--- config.mk ---
export PLATFORM = sky130hd
export DESIGN_NAME = psfb_pwm
export DESIGN_NICKNAME = d
export VERILOG_FILES = /design/src/rtl/psfb_pkg.sv /design/src/rtl/psfb_period_ctr.sv /design/src/rtl/psfb_leg.sv /design/src/rtl/psfb_pwm.sv
export SDC_FILE = /design/constraint.sdc
export NUM_CORES = 1
export LEC_CHECK = 0
export ABC_AREA = 1
export BUFFER_PORTS_ARGS = -buffer_cell sky130_fd_sc_hd__buf_4
export CORE_MARGIN = 5
export CORE_UTILIZATION = 64
export DETAILED_ROUTE_END_ITERATION = 6
export GPL_ROUTABILITY_DRIVEN = 0
export PLACE_DENSITY = 0.95
export SLEW_MARGIN = 15
export SYNTH_ARGS = -nofsm -noshare
export SYNTH_HDL_FRONTEND = slang
export SYNTH_HIERARCHICAL = 1
export SYNTH_SLANG_ARGS = --single-unit
--- constraint.sdc ---
create_clock -name clk_i -period 4.7 [get_ports clk_i]
set_input_delay 0.705 -clock clk_i [delete_from_list [all_inputs] [get_ports clk_i]]
set_output_delay 0.705 -clock clk_i [all_outputs]
set_load 0.1 [all_outputs]
--- src/rtl/psfb_pkg.sv ---
package psfb_pkg;
  typedef struct packed {
    logic hi;
    logic lo;
  } leg_drv_t;
endpackage

--- src/rtl/psfb_period_ctr.sv ---
module psfb_period_ctr #(
  parameter int CNT_W  = 8,
  parameter int DT_W   = 6,
  parameter int PH_MIN = 4
) (
  input  logic             clk_i,
  input  logic             rst_ni,
  input  logic             en_i,
  input  logic [CNT_W-1:0] period_i,
  input  logic [CNT_W-1:0] phase_i,
  input  logic [DT_W-1:0]  dt_ab_i,
  input  logic [DT_W-1:0]  dt_cd_i,
  output logic             run_o,
  output logic [CNT_W-1:0] cnt_o,
  output logic [CNT_W-1:0] per_o,
  output logic [CNT_W-1:0] shift_o,
  output logic [CNT_W-1:0] dt_ab_o,
  output logic [CNT_W-1:0] dt_cd_o
);
  localparam logic [CNT_W-1:0] PH_LIM = CNT_W'(PH_MIN);

  logic             run_q;
  logic [CNT_W-1:0] cnt_q, per_q, shift_q, dt_ab_q, dt_cd_q;
  logic [CNT_W-1:0] half_in, dt_lim, dt_ab_x, dt_cd_x;
  logic [CNT_W-1:0] dt_ab_c, dt_cd_c, shift_c;
  logic             wrap;

  assign half_in = period_i >> 1;
  assign dt_lim  = half_in - 1'b1;
  assign dt_ab_x = CNT_W'(dt_ab_i);
  assign dt_cd_x = CNT_W'(dt_cd_i);
  // keep at least one high cycle per switch
  assign dt_ab_c = (dt_ab_x > dt_lim) ? dt_lim : dt_ab_x;
  assign dt_cd_c = (dt_cd_x > dt_lim) ? dt_lim : dt_cd_x;

  always_comb begin
    if (phase_i < PH_LIM)       shift_c = '0;
    else if (phase_i > half_in) shift_c = half_in;
    else                        shift_c = phase_i;
  end

  assign wrap = run_q && (cnt_q == per_q - 1'b1);

  always_ff @(posedge clk_i or negedge rst_ni) begin
    if (!rst_ni) begin
      run_q   <= 1'b0;
      cnt_q   <= '0;
      per_q   <= '0;
      shift_q <= '0;
      dt_ab_q <= '0;
      dt_cd_q <= '0;
    end else if (!en_i) begin
      run_q <= 1'b0;
      cnt_q <= '0;
    end else if (!run_q || wrap) begin
      run_q   <= 1'b1;
      cnt_q   <= '0;
      per_q   <= period_i;
      shift_q <= shift_c;
      dt_ab_q <= dt_ab_c;
      dt_cd_q <= dt_cd_c;
    end else begin
      cnt_q <= cnt_q + 1'b1;
    end
  end

  assign run_o   = run_q;
  assign cnt_o   = cnt_q;
  assign per_o   = per_q;
  assign shift_o = shift_q;
  assign dt_ab_o = dt_ab_q;
  assign dt_cd_o = dt_cd_q;
endmodule

--- src/rtl/psfb_leg.sv ---
module psfb_leg
  import psfb_pkg::*;
#(
  parameter int CNT_W = 8
) (
  input  logic             clk_i,
  input  logic             rst_ni,
  input  logic             act_i,
  input  logic [CNT_W-1:0] cnt_i,
  input  logic [CNT_W-1:0] per_i,
  input  logic [CNT_W-1:0] shift_i,
  input  logic [CNT_W-1:0] dt_i,
  output leg_drv_t         drv_o
);
  logic [CNT_W-1:0] half, pos;
  logic [CNT_W:0]   pos_wrap, lo_start;
  logic             hi_c, lo_c;
  leg_drv_t         drv_q;

  assign half     = per_i >> 1;
  assign pos_wrap = {1'b0, cnt_i} + {1'b0, per_i} - {1'b0, shift_i};
  assign pos      = (cnt_i >= shift_i) ? (cnt_i - shift_i) : pos_wrap[CNT_W-1:0];
  assign lo_start = {1'b0, half} + {1'b0, dt_i};

  // disjoint windows: [dt, half) and [half+dt, per)
  assign hi_c = act_i && (pos >= dt_i) && (pos < half);
  assign lo_c = act_i && ({1'b0, pos} >= lo_start) && (pos < per_i);

  always_ff @(posedge clk_i or negedge rst_ni) begin
    if (!rst_ni) drv_q <= '0;
    else         drv_q <= '{hi: hi_c, lo: lo_c};
  end

  assign drv_o = drv_q;
endmodule

--- src/rtl/psfb_pwm.sv ---
module psfb_pwm
  import psfb_pkg::*;
#(
  parameter int CNT_W  = 8,
  parameter int DT_W   = 6,
  parameter int PH_MIN = 4
) (
  input  logic             clk_i,
  input  logic             rst_ni,
  input  logic             en_i,
  input  logic [CNT_W-1:0] period_i,
  input  logic [CNT_W-1:0] phase_i,
  input  logic [DT_W-1:0]  dt_ab_i,
  input  logic [DT_W-1:0]  dt_cd_i,
  output logic             out_a_o,
  output logic             out_b_o,
  output logic             out_c_o,
  output logic             out_d_o
);
  localparam int NUM_LEGS = 2;

  logic             ctr_run;
  logic [CNT_W-1:0] ctr_cnt, ctr_per, ctr_shift, ctr_dt_ab, ctr_dt_cd;
  logic             leg_act;
  logic [CNT_W-1:0] leg_shift [NUM_LEGS];
  logic [CNT_W-1:0] leg_dt    [NUM_LEGS];
  leg_drv_t         drv       [NUM_LEGS];

  psfb_period_ctr #(
    .CNT_W (CNT_W),
    .DT_W  (DT_W),
    .PH_MIN(PH_MIN)
  ) u_ctr (
    .clk_i   (clk_i),
    .rst_ni  (rst_ni),
    .en_i    (en_i),
    .period_i(period_i),
    .phase_i (phase_i),
    .dt_ab_i (dt_ab_i),
    .dt_cd_i (dt_cd_i),
    .run_o   (ctr_run),
    .cnt_o   (ctr_cnt),
    .per_o   (ctr_per),
    .shift_o (ctr_shift),
    .dt_ab_o (ctr_dt_ab),
    .dt_cd_o (ctr_dt_cd)
  );

  assign leg_act      = ctr_run & en_i;
  assign leg_shift[0] = '0;
  assign leg_shift[1] = ctr_shift;
  assign leg_dt[0]    = ctr_dt_ab;
  assign leg_dt[1]    = ctr_dt_cd;

  for (genvar g = 0; g < NUM_LEGS; g++) begin : g_leg
    psfb_leg #(.CNT_W(CNT_W)) u_leg (
      .clk_i  (clk_i),
      .rst_ni (rst_ni),
      .act_i  (leg_act),
      .cnt_i  (ctr_cnt),
      .per_i  (ctr_per),
      .shift_i(leg_shift[g]),
      .dt_i   (leg_dt[g]),
      .drv_o  (drv[g])
    );
  end

  assign out_a_o = drv[0].hi;
  assign out_b_o = drv[0].lo;
  assign out_c_o = drv[1].hi;
  assign out_d_o = drv[1].lo;
endmodule

# Yosys cells after proc, flatten, opt, wreduce, memory -nomap -nowiden
# Cells that the tools add are included.
# Widths: inputs -> output; s select.
# totals
in_bits	31
regBits	45
word_cells	57
out_inout_bits	4
# op_classes
eq_ne	2
n_reduce_logical	12
n_mux	10
bitwise	1
order_cmp	14
n_addsub	8
# op_table
operator	n
$mux 8	8
$ge 8x8->1	3
$add 7x8->9	2
$ge 8x9->1	2
$gt 6x8->1	2
$lt 8x7->1	2
$lt 8x8->1	2
$sub 8x8->8	2
$logic_and 1x1->1	9
$add 8x1->8 const B	1
$add 8x8->8	1
$eq 8x8->1	1
$ge 8x1->1 const B	1
$gt 8x7->1	1
$lt 8x3->1 const B	1
$sub 7x1->8 const B	1
$sub 8x1->8 const B	1
$mux 1	2
$ne 2x1->1 const B	1
$reduce_and 2->1	1
$and 1x1->1	1
$logic_not 1->1	1
$logic_or 1x1->1	1

# Depth between registers and ports, before layout
# logic_depth
ltp_word	6
mapped_depth	22
depth_no_buf	22

# Modules after synthesis
# The synthesis kept the hierarchy.
# by_module_without_submodules
module	area_per_inst_um2	seq_area_each_um2	instances	cells_per_inst
psfb_period_ctr	2911.5	1026.0	1	398
psfb_leg at g_leg[0].u_leg	2070.7	50.0	1	308
psfb_leg at g_leg[1].u_leg	2026.9	50.0	1	297
psfb_pwm	11.3	0.0	1	3

# Worst setup path after synthesis
# OpenSTA, ideal clock, no wires.
# synth_timing
kind	reg-to-reg
from	register u_ctr.per_q[2], in the netlist u_ctr/per_o[2]
to	register g_leg[0].u_leg.drv_q, in the netlist g_leg[0].u_leg/drv_o[0]
setup_ns	0.120
period_less_slack_ns	3.321
arrival_time_ns	3.201
path_slack_ns	1.379
required_ns	4.580
path_buffers	0
stages_incl_launch_ff	19
path_cell_list	dfrtp_1 inv_1 fa_1 inv_1 ha_1 nand2_1 o21ai_0 xnor2_1 o21ai_0 ha_1 a21o_1 nor2_1 o21ai_0 nand3_1 nand2_1 nand2_1 nand3_1 nand2_1 a21oi_2
# synth_between
elab_chain_cells	5
word_cells_on_any_way	7
cone_classes	2 x add/sub; 2 x order compare; 1 x mux; 2 x reduce/logical
# synth_rtl
element	line_no	source
start: declaration	psfb_period_ctr.sv:23	logic [CNT_W-1:0] cnt_q, per_q, shift_q, dt_ab_q, dt_cd_q;
start signal: assignment	psfb_period_ctr.sv:58	per_q <= period_i;
$add 8x8->8	psfb_leg.sv:21	assign pos_wrap = {1'b0, cnt_i} + {1'b0, per_i} - {1'b0, shift_i};
$mux 8	psfb_leg.sv:22	assign pos = (cnt_i >= shift_i) ? (cnt_i - shift_i) : pos_wrap[CNT_W-1:0];
$ge 8x9->1	psfb_leg.sv:27	assign lo_c = act_i && ({1'b0, pos} >= lo_start) && (pos < per_i);
$logic_and 1x1->1	psfb_leg.sv:27	
$logic_and 1x1->1 (*)	psfb_leg.sv:27	
named net g_leg[0].u_leg.lo_c	psfb_leg.sv:17	logic hi_c, lo_c;
end signal: assignment	psfb_leg.sv:31	else drv_q <= '{hi: hi_c, lo: lo_c};
end: declaration	psfb_leg.sv:18	leg_drv_t drv_q;
# Mark *: on every way through the listed nets, which the timed path passes. The rest lies on a longest branch.
# A chain may end at the register's enable or synchronous reset.

# Worst setup path after layout
# layout_timing
from	register u_ctr.per_q[2], in the netlist u_ctr/per_o[2]
to	register g_leg[0].u_leg.drv_q, in the netlist g_leg[0].u_leg/drv_o[1]
# layout_between
elab_chain_cells	5
word_cells_on_any_way	6
cone_classes	1 x add/sub; 2 x order compare; 1 x mux; 2 x reduce/logical
# layout_rtl
element	line_no	source
$add 8x8->8	psfb_leg.sv:21	
$mux 8	psfb_leg.sv:22	
$ge 8x8->1	psfb_leg.sv:26	assign hi_c = act_i && (pos >= dt_i) && (pos < half);
$logic_and 1x1->1	psfb_leg.sv:26	
$logic_and 1x1->1 (*)	psfb_leg.sv:26	
named net g_leg[0].u_leg.hi_c	psfb_leg.sv:17	
# Marks and branches as above.

==> summary.md <==
| Metric | Value |
|---|---|
| Status | finished clean |
| CORE AREA | 0.01079 sq mm |
| Share of layout cells above drive strength 1 | 0.08754 |
| Crit path DAT | 4180 ps |
| Worst skew pair latency | 310 ps |
| Seq pwr share | 0.187 |
| Crit path buf inv count | 2 |
| Synth async-reset ratio | 1.000 |
| NumNets Final | 1225 |
| Comb pwr share | 0.720 |
| Net Sw Frac | 0.5250 |
| Average vias per placed instance | 5.730 |
| Detailed Route Iter0 Violations | about 450 |
| Mapped cell area | 0.007020 sq mm |
| Critical path depth | 16 |
| Peak supply drop | about 0.21 mV |
| First-pass GRT wire length | 29.43 mm |
| P&R area growth vs syn | 6.844% |
| Hold bufs inserted after CTS | 0 |
| Post-CTS Resized | 0 |
| Top_reg_cell synth | dfrtp_1 |
| PwrDens | 363.0 mW/mm^2 |
| Clock slew at reported path FFs | 100 ps |
| Avg Synthesized Cell Area | 6.979 sq um |
| Seq cells post-synth | 45 |
| CP Cell Sequence | inv_1 > fa_1 > inv_1 > ha_1 > nand2_1 > o21ai_0 > nand2_1 > nand2_1 > a21oi_1 > o21ai_0 > o21ai_0 > ha_1 > or2_2 > a221oi_1 > nand3_1 > a21oi_2 |
| Std-Cell Rows | 38 |
| CTS H-tree depth | 2 |
| Detail Route Antenna Nets | 0 |
| Worst-case clock buffer depth | 2 |
| Min Tclk post-route | about 3900 ps |
| Ranking of synthesized cells by area | ha_1 (22%), dfrtp_1 (16%), nand2_1 (14%) |
| CTS Sinks | 45 |
| Post-DR wirelength/cell | 14.74 um |
| Final cycle utilization of the critical path | 0.8384 |
| Die X-Extent | about 110 um |
| Switching Power | approximately 1.4 mW |
| Hold WC Path Type | in -> async |
| Final worst slack | 759.4 ps |
| Slew Viols, Final | 0 |
| # diodes | 0 |
| Max_slew headroom | 0.5715 |
| Most frequent cell after synthesis | nand2_1 |
| Setup crit start | u_ctr/per_o[2] |
| Leakage | 4.182 nW |
| WL final | between 15 and 20 mm |
| Internal Power | 1.293 mW |
| GRT Util Overall | 0.2730 |
| Fill cells | ~790 |
| Crit end category | flop |
| RSZ-0062 raised after global routing | false |
| Worst setup endpoint | g_leg[0].u_leg/drv_o[1] |
| Setup TNS | 0 ps |
| Reg2reg end | g_leg[0].u_leg/drv_o[1] |
| Via count | between 6000 and 7000 |
| # setup viols final | 0 |
| TritonCTS clock tree | done |
| CP max stage delay | 660 ps |
| Kind of critical path | reg -> reg |
| Top cells by count, synth | nand2_1 (259), inv_1 (176), ha_1 (126) |
| Synth top area share | 0.2246 |
| CTS root buf | clkbuf_8 |
| Pin count of the biggest net entering global routing | 46 |
| Initial antenna violation count | 0 |
| Yosys cell types | 47 |
| MaxCap Viol Count | 0 |
| CP max-delay cell | dfrtp_1 |
| Worst path top cell family by delay | adder cells |
| Dpl ws | slightly below 900 ps |
| R2R setup slack | around 760 ps |
| DR pass1 iterations | 6 |
| Number of port buffers | 34 |
| Dpl cells | 1183 |
| Final hold slack | 367.3 ps |
| Total CTS buffers | 5 |
| Seq/Total Area, Yosys | 0.1604 |
| Top-level port count | 35 |
| DP Wirelength | between 10 and 15 mm |
| Reg2reg start | u_ctr/per_o[2] |
| Crit path required time | a little under 5000 ps |
| Die area | around 0.013 sq mm |
| Effective utilization at floorplan | 0.6505 |
| Most area-hungry cell type in the Yosys netlist | ha_1 |
| Cell Count, Final, Fillers Out | 1191 |
| GRT overflow | 0 |
| Crit path max fanout | 11 |
| Postcts setup bufs | 0 |
| DRC errors left | 0 |
| Number of flops mapped to enable cells by yosys | 0 |
| R2R cell count | 16 |
| Worst-Margin Slew | about 640 ps |
| Die height | 114.7 um |
| Cell count after synthesis | ~1000 |
| Hold Violations, Final | 0 |
| Vias in the first global route | 6697 |
| Clock network power share | 0.093 |
| Max frequency | between 200 and 300 MHz |
| Yosys Warn Count | 6 |
| CP Launch Type | flop |
| Final worst clock skew | 10.89 ps |
[per-stage QoR]
step / power, mW / utilization / cell area (sq um)
2_1_floorplan: 1.958 / - / 7073
3_3_place_gp: 2.302 / 0.6869 / 7413
3_5_place_dp: 2.409 / 0.6869 / 7413
4_1_cts: 2.681 / 0.6950 / 7501
5_1_grt: 3.006 / 0.6950 / 7501
6_report: 2.723 / 0.6950 / 7501
[final cells by class]
cell class | instances | area (sq um) | area share
inverter | 185 | 700.7 | 0.09341
timing repair buffer | 34 | 255.2 | 0.03403
clock buffer | 6 | 72.57 | 0.009675
multi-input combinational | 779 | 5156 | 0.6874
tap | 140 | 175.2 | 0.02335
clock inverter | 2 | 15.01 | 0.002002
sequential | 45 | 1126 | 0.1501
[registers in the layout, indices dropped and copies added (netlist names)]
name,count
u_ctr/per_o,8
u_ctr/cnt_o,8
g_leg.u_leg/drv_o,4
u_ctr/dt_cd_o,8
u_ctr/dt_ab_o,8
u_ctr/shift_o,8
u_ctr/run_o,1
[layer usage]
metal	vias to the layer above	global-route usage	wire length, um
li1	3326	-	-
met1	3162	0.3337	7249
met2	281	0.4820	8463
met3	55	0.02789	1081
met4	0	0.1307	760
met5	-	0	0
[kinds of logic after synthesis]
kind of cell               count (synthesis)  share of synthesized area
adders and majority gates                144                     0.2759
and+or+nand+nor                          465                     0.3021
muxes                                      1                   0.001426
AOI/OAI and AO/OA                        112                    0.09464
xor gates and xnor gates                  42                    0.05240
DFF                                       45                     0.1604
buffers and inverters                    196                     0.1126
other                                      1                  0.0005342
[worst min-delay path by stage]
stage,start,endpoint,slack [ps],depth (start not counted)
after floorplan,rst_ni,g_leg[0].u_leg/drv_o[0],410,0
after global placement,u_ctr/dt_cd_o[5],u_ctr/dt_cd_o[5],490,2
after detailed placement,u_ctr/dt_ab_o[4],u_ctr/dt_ab_o[4],490,2
after CTS,rst_ni,u_ctr/shift_o[7],410,1
after global routing,rst_ni,u_ctr/shift_o[7],440,1
final,rst_ni,u_ctr/shift_o[7],370,1
[power by group through the flow]
stage | Sequential, mW | Combinational, mW | Clock (mW)
after floorplan | 0.540 | 1.42 | 0
after global placement | 0.511 | 1.79 | 0
after CTS | 0.507 | 1.92 | 0.256
final | 0.509 | 1.96 | 0.254
after detailed placement | 0.514 | 1.89 | 0
after global routing | 0.513 | 2.22 | 0.270
[cells in the final DEF, fill, tap and decap left out, types with 2 or more instances in the layout]
cell type	n
fa_1	18
nor2_4	2
buf_4	34
inv_1	176
clkbuf_8	5
xor2_1	17
a21oi_2	4
nand4_1	21
o21bai_1	7
dfrtp_1	45
nor3_1	11
a21oi_4	2
a21oi_1	56
inv_4	2
nand3_1	84
or2_2	2
nand3_2	15
nor2_1	49
ha_1	126
a21o_1	2
nand2_4	2
o21ai_0	23
xnor2_1	25
conb_1	15
nor2_2	4
nand2_2	9
inv_2	5
a21boi_0	8
nand3_4	2
a31oi_1	3
o2111ai_1	2
nand2_1	259
clkinvlp_4	2
Note: power is estimated with default switching activity, not from simulation.
